## src/rtl/pix_clamp_pkg.sv

```systemverilog
package pix_clamp_pkg;
    typedef enum logic [2:0] {
        RM_PASS = 3'd0,
        RM_B8   = 3'd1,
        RM_B10  = 3'd2,
        RM_B12  = 3'd3,
        RM_PROG = 3'd4
    } rng_mode_e;
endpackage

```

## src/rtl/pcl_mode_dec.sv

```systemverilog
module pcl_mode_dec
    import pix_clamp_pkg::*;
(
    input  logic       clamp_en,
    input  logic [2:0] fmt_code,
    output rng_mode_e  mode
);
    always_comb begin
        mode = RM_PASS;
        if (clamp_en) begin
            unique case (fmt_code)
                3'd1:    mode = RM_B8;
                3'd2:    mode = RM_B10;
                3'd3:    mode = RM_B12;
                3'd7:    mode = RM_PROG;
                default: mode = RM_PASS;
            endcase
        end
    end
endmodule

```

## src/rtl/pcl_bound_regs.sv

```systemverilog
module pcl_bound_regs #(
    parameter int CH_W   = 12,
    parameter int NUM_CH = 3,
    parameter int DEF_LO = 'h010,
    parameter int DEF_HI = 'hFEF
) (
    input  logic                     clk,
    input  logic                     rst_n,
    input  logic                     load,
    input  logic [NUM_CH*CH_W-1:0]   lo_in,
    input  logic [NUM_CH*CH_W-1:0]   hi_in,
    output logic [NUM_CH*CH_W-1:0]   lo_q,
    output logic [NUM_CH*CH_W-1:0]   hi_q
);
    localparam logic [CH_W-1:0] LO_RST = CH_W'(DEF_LO);
    localparam logic [CH_W-1:0] HI_RST = CH_W'(DEF_HI);

    always_ff @(posedge clk or negedge rst_n) begin
        if (!rst_n) begin
            for (int i = 0; i < NUM_CH; i++) begin
                lo_q[i*CH_W +: CH_W] <= LO_RST;
                hi_q[i*CH_W +: CH_W] <= HI_RST;
            end
        end else if (load) begin
            lo_q <= lo_in;
            hi_q <= hi_in;
        end
    end
endmodule

```

## src/rtl/pcl_chan_clamp.sv

```systemverilog
module pcl_chan_clamp
    import pix_clamp_pkg::*;
#(
    parameter int CH_W = 12
) (
    input  logic [CH_W-1:0] x,
    input  rng_mode_e       mode,
    input  logic [CH_W-1:0] prog_lo,
    input  logic [CH_W-1:0] prog_hi,
    output logic [CH_W-1:0] y
);
    localparam int SH = CH_W - 8;
    localparam logic [CH_W-1:0] LO_FIX = CH_W'(16 << SH);
    localparam logic [CH_W-1:0] HI_B8  = CH_W'((235 << SH) + (1 << (CH_W - 8)) - 1);
    localparam logic [CH_W-1:0] HI_B10 = CH_W'((235 << SH) + (1 << (CH_W - 10)) - 1);
    localparam logic [CH_W-1:0] HI_B12 = CH_W'((235 << SH) + (1 << (CH_W - 12)) - 1);

    logic [CH_W-1:0] lo, hi;
    logic            limit;

    always_comb begin
        limit = 1'b1;
        lo    = LO_FIX;
        hi    = HI_B12;
        unique case (mode)
            RM_B8:   hi = HI_B8;
            RM_B10:  hi = HI_B10;
            RM_B12:  hi = HI_B12;
            RM_PROG: begin
                lo = prog_lo;
                hi = prog_hi;
            end
            default: limit = 1'b0;
        endcase
    end

    always_comb begin
        if (!limit)      y = x;
        else if (x < lo) y = lo;
        else if (x > hi) y = hi;
        else             y = x;
    end
endmodule

```

## src/rtl/pix_range_clamp.sv

```systemverilog
module pix_range_clamp
    import pix_clamp_pkg::*;
#(
    parameter int CH_W   = 12,
    parameter int NUM_CH = 3,
    parameter int DEF_LO = 'h010,
    parameter int DEF_HI = 'hFEF
) (
    input  logic                   clk,
    input  logic                   rst_n,
    input  logic                   in_valid,
    input  logic [NUM_CH*CH_W-1:0] in_pix,
    input  logic                   clamp_en,
    input  logic [2:0]             fmt_code,
    input  logic                   bnd_load,
    input  logic [NUM_CH*CH_W-1:0] bnd_lo,
    input  logic [NUM_CH*CH_W-1:0] bnd_hi,
    output logic                   out_valid,
    output logic [NUM_CH*CH_W-1:0] out_pix
);
    localparam int PIX_W = NUM_CH * CH_W;

    rng_mode_e        mode;
    logic [PIX_W-1:0] lo_q, hi_q, clamped;

    pcl_mode_dec u_dec (
        .clamp_en (clamp_en),
        .fmt_code (fmt_code),
        .mode     (mode)
    );

    pcl_bound_regs #(
        .CH_W(CH_W), .NUM_CH(NUM_CH), .DEF_LO(DEF_LO), .DEF_HI(DEF_HI)
    ) u_bnd (
        .clk   (clk),
        .rst_n (rst_n),
        .load  (bnd_load),
        .lo_in (bnd_lo),
        .hi_in (bnd_hi),
        .lo_q  (lo_q),
        .hi_q  (hi_q)
    );

    for (genvar c = 0; c < NUM_CH; c++) begin : g_ch
        pcl_chan_clamp #(.CH_W(CH_W)) u_clamp (
            .x       (in_pix[c*CH_W +: CH_W]),
            .mode    (mode),
            .prog_lo (lo_q[c*CH_W +: CH_W]),
            .prog_hi (hi_q[c*CH_W +: CH_W]),
            .y       (clamped[c*CH_W +: CH_W])
        );
    end

    always_ff @(posedge clk or negedge rst_n) begin
        if (!rst_n) begin
            out_valid <= 1'b0;
            out_pix   <= '0;
        end else begin
            out_valid <= in_valid;
            if (in_valid) out_pix <= clamped;
        end
    end
endmodule

```

## config.mk

```make
export PLATFORM = sky130hd
export DESIGN_NAME = pix_range_clamp
export DESIGN_NICKNAME = d
export VERILOG_FILES = /design/src/rtl/pix_clamp_pkg.sv /design/src/rtl/pcl_mode_dec.sv /design/src/rtl/pcl_bound_regs.sv /design/src/rtl/pcl_chan_clamp.sv /design/src/rtl/pix_range_clamp.sv
export SDC_FILE = /design/constraint.sdc
export NUM_CORES = 1
export LEC_CHECK = 0
export BUFFER_PORTS_ARGS = -buffer_cell sky130_fd_sc_hd__buf_2
export CAP_MARGIN = 20
export CELL_PAD_IN_SITES_DETAIL_PLACEMENT = 1
export CELL_PAD_IN_SITES_GLOBAL_PLACEMENT = 2
export CORE_MARGIN = 3
export CORE_UTILIZATION = 37
export DETAILED_ROUTE_END_ITERATION = 8
export PLACE_DENSITY_LB_ADDON = 0.1
export SYNTH_ARGS = -nofsm -noshare
export SYNTH_HDL_FRONTEND = slang
export SYNTH_SLANG_ARGS = --single-unit
```

## constraint.sdc

```tcl
create_clock -name clk -period 4.9 [get_ports clk]
set_input_delay 0.245 -clock clk [delete_from_list [all_inputs] [get_ports clk]]
set_output_delay 0.245 -clock clk [all_outputs]
set_load 0.005 [all_outputs]
```

; Word-level counts from Yosys, hierarchy flattened
; Cells that the tools add are included.
[totals]
ff_bits = 109
out_inout_bits = 37
elab_cells = 37
[classes]
magnitude_cmp = 6
eq_ne = 8
muxes = 18
reduce_logical = 1
[ops]
columns = operator, n
row1 = $mux 12, 12
row2 = $pmux 12 s3, 3
row3 = $gt 12x12->1, 3
row4 = $lt 12x12->1, 3
row5 = $eq 3x2->1 const B, 4
row6 = $pmux 3 s4, 1
row7 = $eq 3x1->1 const B, 2
row8 = $eq 3x3->1 const B, 2
row9 = $reduce_or 4->1, 1
row10 = $mux 3, 1
row11 = $mux 1, 1

; Longest topological paths before layout
; Gate-level depths: netlist of run 1.
[logic_depth]
depth_word = 9
ltp_mapped = 13
mapped_depth_nobuf = 11

; By module
; Synthesis of run 1 repeated with hierarchy kept, for this count alone.
[unflattened]
hier_cells = 660
area_unflattened_um2 = 7622.3
[by_module_without_submodules]
columns = mod, instances, cells_per_inst, area_each_um2
row1 = pcl_bound_regs, 1, 152, 3071.7
row2 = pix_range_clamp, 1, 77, 1515.2
row3 = pcl_chan_clamp (g_ch[1].u_clamp), 1, 151, 1032.2
row4 = pcl_chan_clamp (g_ch[2].u_clamp), 1, 142, 1017.2
row5 = pcl_chan_clamp (g_ch[0].u_clamp), 1, 135, 959.7
row6 = pcl_mode_dec, 1, 3, 26.3

; Worst setup path before layout of run 1
; Ideal clock, no wire load.
[synth_timing]
kind = input-to-reg
startpoint = input port fmt_code[0]
endpoint = register out_pix[18]
setup_ns = 0.094
arrival_ns = 2.801
required_ns = 4.806
setup_slack_ns = 2.005
cell_stages = 13
path_buffers = 4
path_cell_list = clkbuf_1 -> nand4_1 -> clkbuf_1 -> buf_1 -> nor2_1 -> ha_1 -> nand4_1 -> or2_1 -> a21o_1 -> and3_4 -> buf_6 -> o311a_1 -> a211oi_1
[synth_between]
elab_chain_len = 9
word_cells_on_any_way = 19
[synth_rtl]
columns = item, line_no
row1 = from (decl), pix_range_clamp.sv:14  ; input logic [2:0] fmt_code,
row2 = "$eq 3x3->1, or another cell as far along", pcl_mode_dec.sv:11  ; unique case (fmt_code)
row3 = $pmux 3 s4 (*), pcl_mode_dec.sv:11
row4 = $mux 3 (*), pcl_mode_dec.sv:10  ; if (clamp_en) begin
row5 = "$eq 3x3->1, or another cell as far along", pcl_chan_clamp.sv:25  ; unique case (mode)
row6 = $pmux 12 s3, pcl_chan_clamp.sv:25
row7 = $gt 12x12->1, pcl_chan_clamp.sv:40  ; else if (x > hi) y = hi;
row8 = $mux 12, pcl_chan_clamp.sv:40
row9 = $mux 12, pcl_chan_clamp.sv:39  ; else if (x < lo) y = lo;
row10 = $mux 12 (*), pcl_chan_clamp.sv:38  ; if (!limit) y = x;
row11 = to (signal assigned), pix_range_clamp.sv:60  ; if (in_valid) out_pix <= clamped;
row12 = to (decl), pix_range_clamp.sv:19  ; output logic [NUM_CH*CH_W-1:0] out_pix
; Mark *: on every way between the ends. The rest lies on a longest branch, timed or not.
; A chain may end at the register's enable or synchronous reset.

; Final worst setup path of run 1
[layout_timing]
startpoint = input port fmt_code[1]
endpoint = register out_pix[3]
; Same word-level chain as after synthesis.

==> results of run 1 <==
## kinds of logic (layout without fill, tap and decap cells)
kind of cell               count (synthesis)  in the layout  share of synthesized area, %
AOI/OAI and AO/OA                        213            213                         19.37
adders and majority gates                 70             70                         11.68
and+or+nand+nor                          281            281                         18.63
DFF                                      109            109                         37.09
muxes                                     60             60                         9.039
buffers and inverters                     74            202                         4.185
## synth_stat cells (2+ instances only)
library cell,instances
o31ai_1,11
nor4_1,18
o221a_1,9
a21boi_0,2
nor3b_1,2
a32oi_1,3
and2_1,2
buf_1,5
nand2_1,77
mux2_2,60
o21ai_1,9
nand2_2,4
dfstp_2,36
and3_4,2
o311a_1,2
o31a_1,20
a211oi_1,3
dfrtp_1,73
ha_1,69
and4_1,6
a21oi_1,37
nor2b_1,24
clkbuf_1,33
nand2b_1,3
nand3b_1,2
inv_1,25
o211ai_1,10
o41ai_1,18
nor3_1,3
o211ai_2,3
a21o_1,6
or2_1,2
nand4_1,10
buf_6,3
and3_1,23
nand2b_2,2
nor2_1,75
a31oi_1,24
o21ai_0,48
buf_2,7
a221oi_1,3
nand3_1,22
or3_2,2
## routing by layer
metal / GRT usage [%] / up-vias / share of wire, %
met5: 0 / - / 0
met4: 5.497 / 0 / 1.5
met3: 3.931 / 22 / 4.9
met2: 38.46 / 187 / 47
met1: 32.25 / 3500 / 46
li1: - / 3241 / -
## per-stage QoR
| step | util, % | hold WS (ns) | total power [mW] |
|---|---|---|---|
| 6_report | 44.37 | 0.08953 | 2.396 |
| 5_1_grt | 44.37 | 0.09303 | 2.541 |
| 4_1_cts | 44.30 | 0.07524 | 2.430 |
| 3_5_place_dp | 42.77 | 0.3392 | 1.664 |
| 3_3_place_gp | 42.77 | 0.3327 | 1.638 |
| 2_1_floorplan | - | -0.05059 | 1.405 |
## placed cells by master (no fill, tap or decap), types with 4 or more instances in the layout
cell,n
mux2_2,60
o211ai_1,10
and4_1,6
nor4_1,18
inv_1,25
and3_1,23
nor2b_1,24
nand2_2,4
nand2_1,77
dfstp_2,36
nand3_1,22
o21ai_1,9
buf_2,150
o41ai_1,18
a21o_1,6
ha_1,69
clkbuf_16,9
o31a_1,20
buf_4,9
a31oi_1,24
o221a_1,9
nand4_1,10
dfrtp_1,73
o21ai_0,48
o31ai_1,11
a21oi_1,37
nor2_1,75
## critical path: stages
cell	delay, ns
buf_2	0.21
nand4_1	0.51
buf_4	0.44
nor2_1	0.17
ha_1	0.25
and4_1	0.21
a221oi_1	0.52
nand4_2	0.43
o221a_1	0.40
o31ai_1	0.07
## power groups by stage
stage | registers (mW) | logic, mW | clock network [mW]
2_1_floorplan | 1.09 | 0.318 | 0
3_3_place_gp | 1.11 | 0.523 | 0
3_5_place_dp | 1.12 | 0.546 | 0
4_1_cts | 1.10 | 0.549 | 0.778
5_1_grt | 1.11 | 0.610 | 0.816
6_report | 1.10 | 0.545 | 0.748
## flip-flops by register name, summed over array words and instances, names as in the netlist
register,flops
u_bnd.lo_q,36
u_bnd.hi_q,36
out_pix,36
out_valid,1
## layout make-up
class	instances	area share, %
multi-input combinational	624	50.33
sequential	109	31.79
timing repair buffer	161	9.670
tap	265	3.802
clock buffer	9	2.582
inverter	25	1.076
clock inverter	7	0.7461
## what timing repair did
action,in CTS,in global routing
setup buffers,0,0
resized for setup,0,0
hold buffers,1,0
hold endpoints to repair,43,0
## path summary, 6_finish.rpt
kind	from	endpoint	slack [ns]	depth (start not counted)
worst max register to register	u_bnd.hi_q[24]	out_pix[34]	1.74	9
worst min register to register	u_bnd.lo_q[6]	u_bnd.lo_q[6]	0.52	1
worst max-delay path	fmt_code[1]	out_pix[3]	1.70	10
worst min-delay path	bnd_lo[1]	u_bnd.lo_q[1]	0.09	3
max in group asynchronous	rst_n	u_bnd.hi_q[28]	3.17	3
min in group asynchronous	rst_n	u_bnd.lo_q[17]	0.47	2
==> impl_metrics.csv, run 1 <==
group,metric,value,unit
pwr,p_sw,0.7691,mW
drt,vias,6950,
timing,rsz0062_at_grt,"no",
yosys,ys_async_sr_fraction,100.0,%
finish,fillers,2387,
run,drv_cap,0,
pwr,irDropWorstVdd,0.1805,mV
timing,tightestPinTransition,1.023,ns
yosys,post-synth-top-area-cell,"dfrtp_1",
status,outcome,"finished clean",
placed_design,dp_hpwl,19.30,mm
clock_network,clk_latency,0.36,ns
timing,post-route-min-period,3.202,ns
pwr,pwr-share-seq,46.0,%
clock_network,cts_root_buffer,"clkbuf_16",
global_routing,grt_pass1_wl,40.52,mm
drt,detail-route-antenna-nets,0,
die,die_y,148.1,um
drt,drt_iter0_drc,378,
timing,finalSetupTns,0,ns
finish,syn2layout_area_growth,16.67,%
clock_network,cts_tree,"done",
placed_design,placedCellCount,1182,
global_routing,grt.total_usage,23.32,%
finish,ff_latch_area,2773,um2
finish,stdcell_area,8721,um2
finish,diodes,0,
pwr,powerDensity,274.7,nW/um2
timing,setup_viol,0,
yosys,yosysSeqAreaShare,37.09,%
setup_path,path_max_fanout,27,
timing,finalCritPeriodShare,65.34,%
setup_path,startpoint_type,"primary input",
pwr,intPower,1.627,mW
drt,drt-wirelength-per-cell,21.38,um
die,ios,153,
pwr,combinationalPowerShare,22.8,%
drt,drc,0,
global_routing,antenna_found_initial,0,
pwr,p_leak,3.809,nW
finish,drive_above_1_share,30.59,%
timing,finalHoldViolCount,0,
global_routing,overflow,0,
clock_network,clock_sinks,109,
finish,multi_input_area,4389,um2
placed_design,placed_cell_area,8406,um2
drt,via_per_inst,5.792,
timing,fmaxAchievable,312.3,MHz
clock_network,path_clk_slew,0.08,ns
clock_network,clockBufferDepth,2,
die,die_x,148.1,um
yosys,ys_types,52,
die,rows,51,
setup_path,crit_type,"primary input to flip-flop",
die,die_area,21940,um2
die,initial_utilization,38.03,%
yosys,syn_area,7475,um2
timing,finClkSkew,0.01018,ns
yosys,syn_avg_cell_area,9.262,um2
finish,finalNonFillerCells,1200,
clock_network,cts_max_level,3,
setup_path,cp.arrival,3.45,ns
timing,fin_ws,1.698,ns
pwr,p_sw_share,32.10,%
timing,slew_viol_final,0,
global_routing,grt_pass1_vias,7231,
finish,nets,1115,
placed_design,post-place-ws,1.309,ns
yosys,yosysWarnings,0,
timing,relSlewSlack,31.82,%
yosys,synth_area_leaders,"dfrtp_1, dfstp_2, ha_1, mux2_2, nand2_1",
min_path,min_path_type,"primary input to flip-flop",
global_routing,grt_max_degree,85,
yosys,ys_ff_latch,109,
placed_design,gp_congestion,0.8017,
placed_design,io_buffer_count,152,
yosys,netlist_instances,807,
yosys,synth_edf_count,0,
yosys,synth_top_area_share,24.44,%
yosys,synth-main-ff-cell,"dfrtp_1",
setup_path,setup.worst_path.end_class,"flip-flop",
setup_path,cp.required,5.15,ns
drt,drtPass1Iterations,5,
yosys,synth_fp_nets,992,
die,core_area,19650,um2
clock_network,numCtsBuffers,9,
pwr,pwr-share-clk,31.2,%
drt,finalWirelength,25.65,mm
Note: power is estimated with default switching activity, not from simulation.
==> inputs of run 2 (changes only) <==
Settings changed: CORE_UTILIZATION 37 to 34.
Clock period 4.9 ns to 3.3 ns, I/O delays scaled along.
==> run 2 against run 1 <==
  * Via count fell by 0.37%
  * Clock skew down 0.0011 ns
  * Flip-flop and latch count did not move
  * Critical path depth up 1
  * Hold slack lost 0.081 ns
  * Critical path type is now flip-flop to flip-flop
  * Global-route usage shrank 1.4 points
  * Clock power is 64% higher
  * Register-to-register slack got worse by 1.4 ns
  * Final cell count up 1.9%
  * Wire length up 1.8%
  * Cell area grew 2.1%
==> impl_metrics.csv, run 2 (synthesis gave the netlist of run 1 again) <==
group,metric,value,unit
clock_network,numCtsBuffers,9,
drt,drt_iter0_drc,299,
timing,relSlewSlack,32.13,%
finish,drive_above_1_share,31.33,%
die,initial_utilization,35.11,%
timing,finalHoldViolCount,0,
finish,fillers,2520,
finish,multi_input_area,4389,um2
drt,drtPass1Iterations,4,
clock_network,cts_resized,0,
min_path,whs_path_depth,3,
die,die_y,154.3,um
drt,drc,0,
finish,syn2layout_area_growth,19.12,%
die,rows,53,
run,drv_cap,0,
pwr,irDropWorstVdd,0.2073,mV
placed_design,placed_cell_area,8546,um2
die,ios,153,
setup_path,path_max_fanout,14,
setup_path,r2r-start,"u_bnd.hi_q[12]",
global_routing,overflow,0,
drt,vias,6924,
pwr,p_leak,3.900,nW
placed_design,io_buffer_count,152,
setup_path,ff2ff_path_depth,11,
clock_network,clockBufferDepth,2,
placed_design,dp_hpwl,19.47,mm
drt,finalWirelength,26.12,mm
drt,detail-route-antenna-nets,0,
status,outcome,"finished clean",
setup_path,max_stage_delay,0.53,ns
global_routing,grt_max_degree,85,
timing,slew_viol_final,0,
global_routing,grt_pass1_vias,7562,
clock_network,cts_max_level,3,
clock_network,cts_root_buffer,"clkbuf_16",
timing,fmaxAchievable,337.7,MHz
finish,nets,1128,
timing,finalCritPeriodShare,89.73,%
timing,post-route-min-period,2.961,ns
die,die_x,154.3,um
finish,final_cell_mix,"buf_2, nand2_1, nor2_1",
clock_network,cts_hold_buf,3,
clock_network,cts_setup_buffers,0,
finish,post-route-util,41.83,%
setup_path,crit_top_cell,"and3_1",
clock_network,path_clk_slew,0.08,ns
setup_path,slowest_stage,"dfstp_2",
global_routing,grt.total_usage,21.97,%
drt,drt-wirelength-per-cell,21.36,um
timing,rsz0062_at_grt,"no",
clock_network,cts_tree,"done",
setup_path,cp.arrival,3.23,ns
finish,largestRegisters,"out_pix (36), u_bnd.hi_q (36), u_bnd.lo_q (36)",
timing,tightestPinTransition,1.018,ns
global_routing,antenna_found_initial,0,
timing,finalSetupTns,0,ns
placed_design,gp_congestion,0.8876,
setup_path,startpoint_type,"flip-flop",
setup_path,cp.required,3.57,ns
finish,stdcell_area,8904,um2
min_path,worstHoldEndpoint,"u_bnd.lo_q[27]",
min_path,min_from,"bnd_lo[27]",
clock_network,clock_sinks,109,
setup_path,setup.worst_path.end_class,"flip-flop",
finish,diodes,0,
finish,ff_latch_area,2773,um2
setup_path,rr_endpoint,"out_pix[14]",
min_path,min_path_type,"primary input to flip-flop",
global_routing,grt_pass1_wl,41.97,mm
drt,via_per_inst,5.661,
pwr,powerDensity,414.9,nW/um2
die,die_area,23800,um2
pwr,finalPower,3.694,mW
setup_path,r2r_slack,0.34,ns
clock_network,clk_latency,0.36,ns
setup_path,crit_type,"flip-flop to flip-flop",
die,core_area,21290,um2
finish,final_common_cell,"buf_2",
timing,finClkSkew,0.009133,ns
setup_path,crit_chain,"and3_1 -> o21ai_0 -> a21boi_0 -> buf_4 -> ha_1 -> nor2b_1 -> o211ai_1 -> a21o_1 -> nand3_1 -> and3_1 -> o31ai_1",
timing,setup_viol,0,
==> run 2: changes by cell type in the layout (fill, tap and decap cells not counted) <==
cell	previous run	this run
inv_8	3	2
buf_12	0	3
buf_8	1	0
inv_4	1	0
inv_6	1	0
clkbuf_16	9	10
clkinv_4	1	2
bufinv_16	0	1
buf_4	9	18
dlygate4sd3_1	1	3
==> run 2: final cells by class <==
type                            instances  share of cell area (%)
Clock buffer                           10                   2.811
Clock inverter                          6                  0.8713
Inverter                               25                   1.054
Multi-Input combinational cell        624                   49.30
Sequential cell                       109                   31.14
Tap cell                              275                   3.865
Timing Repair Buffer                  174                   10.96
==> run 2: power breakdown <==
| group | internal [mW] | switching (mW) |
|---|---|---|
| Clock | 0.651 | 0.584 |
| Sequential | 1.52 | 0.112 |
| Combinational | 0.372 | 0.456 |
==> run 2: how the worst max path moves through the flow <==
stage	end	slack (ns)	depth (start not counted)	from
after global placement	out_pix[15]	0.33	12	fmt_code[2]
final	out_pix[14]	0.34	11	u_bnd.hi_q[12]
after floorplan	out_pix[30]	0.48	13	fmt_code[0]
after detailed placement	out_pix[9]	0.17	11	fmt_code[1]
after global routing	out_pix[14]	0.14	11	u_bnd.hi_q[12]
after CTS	out_pix[14]	0.30	11	u_bnd.hi_q[12]
==> run 2: per-layer routing <==
metal	routed length (um)	vias to the layer above	global-route usage, %
met5	0	-	0
met2	12410	157	36.94
met3	1024	21	3.106
met4	394	0	5.088
li1	-	3266	-
met1	12300	3480	30.06
==> run 2: critical path, delay by kind of cell, from the launching register on <==
family	cells	cell delay, ns
AND/OR/NAND/NOR	4	0.97
AO/OA/AOI/OAI	5	1.02
adder cells (fa/ha/maj)	1	0.14
buffers and inverters	1	0.20
flip-flops	1	0.53
==> run 2: through the flow <==
stage / setup WS, ns / hold WS, ns / cells
2_1_floorplan: 0.4847 / -0.1306 / 807
3_3_place_gp: 0.3334 / 0.2782 / 1204
3_5_place_dp: 0.1700 / 0.2749 / 1204
4_1_cts: 0.3017 / 0.004323 / 1223
5_1_grt: 0.1394 / 0.02001 / 1223
6_report: 0.3389 / 0.008942 / 1223
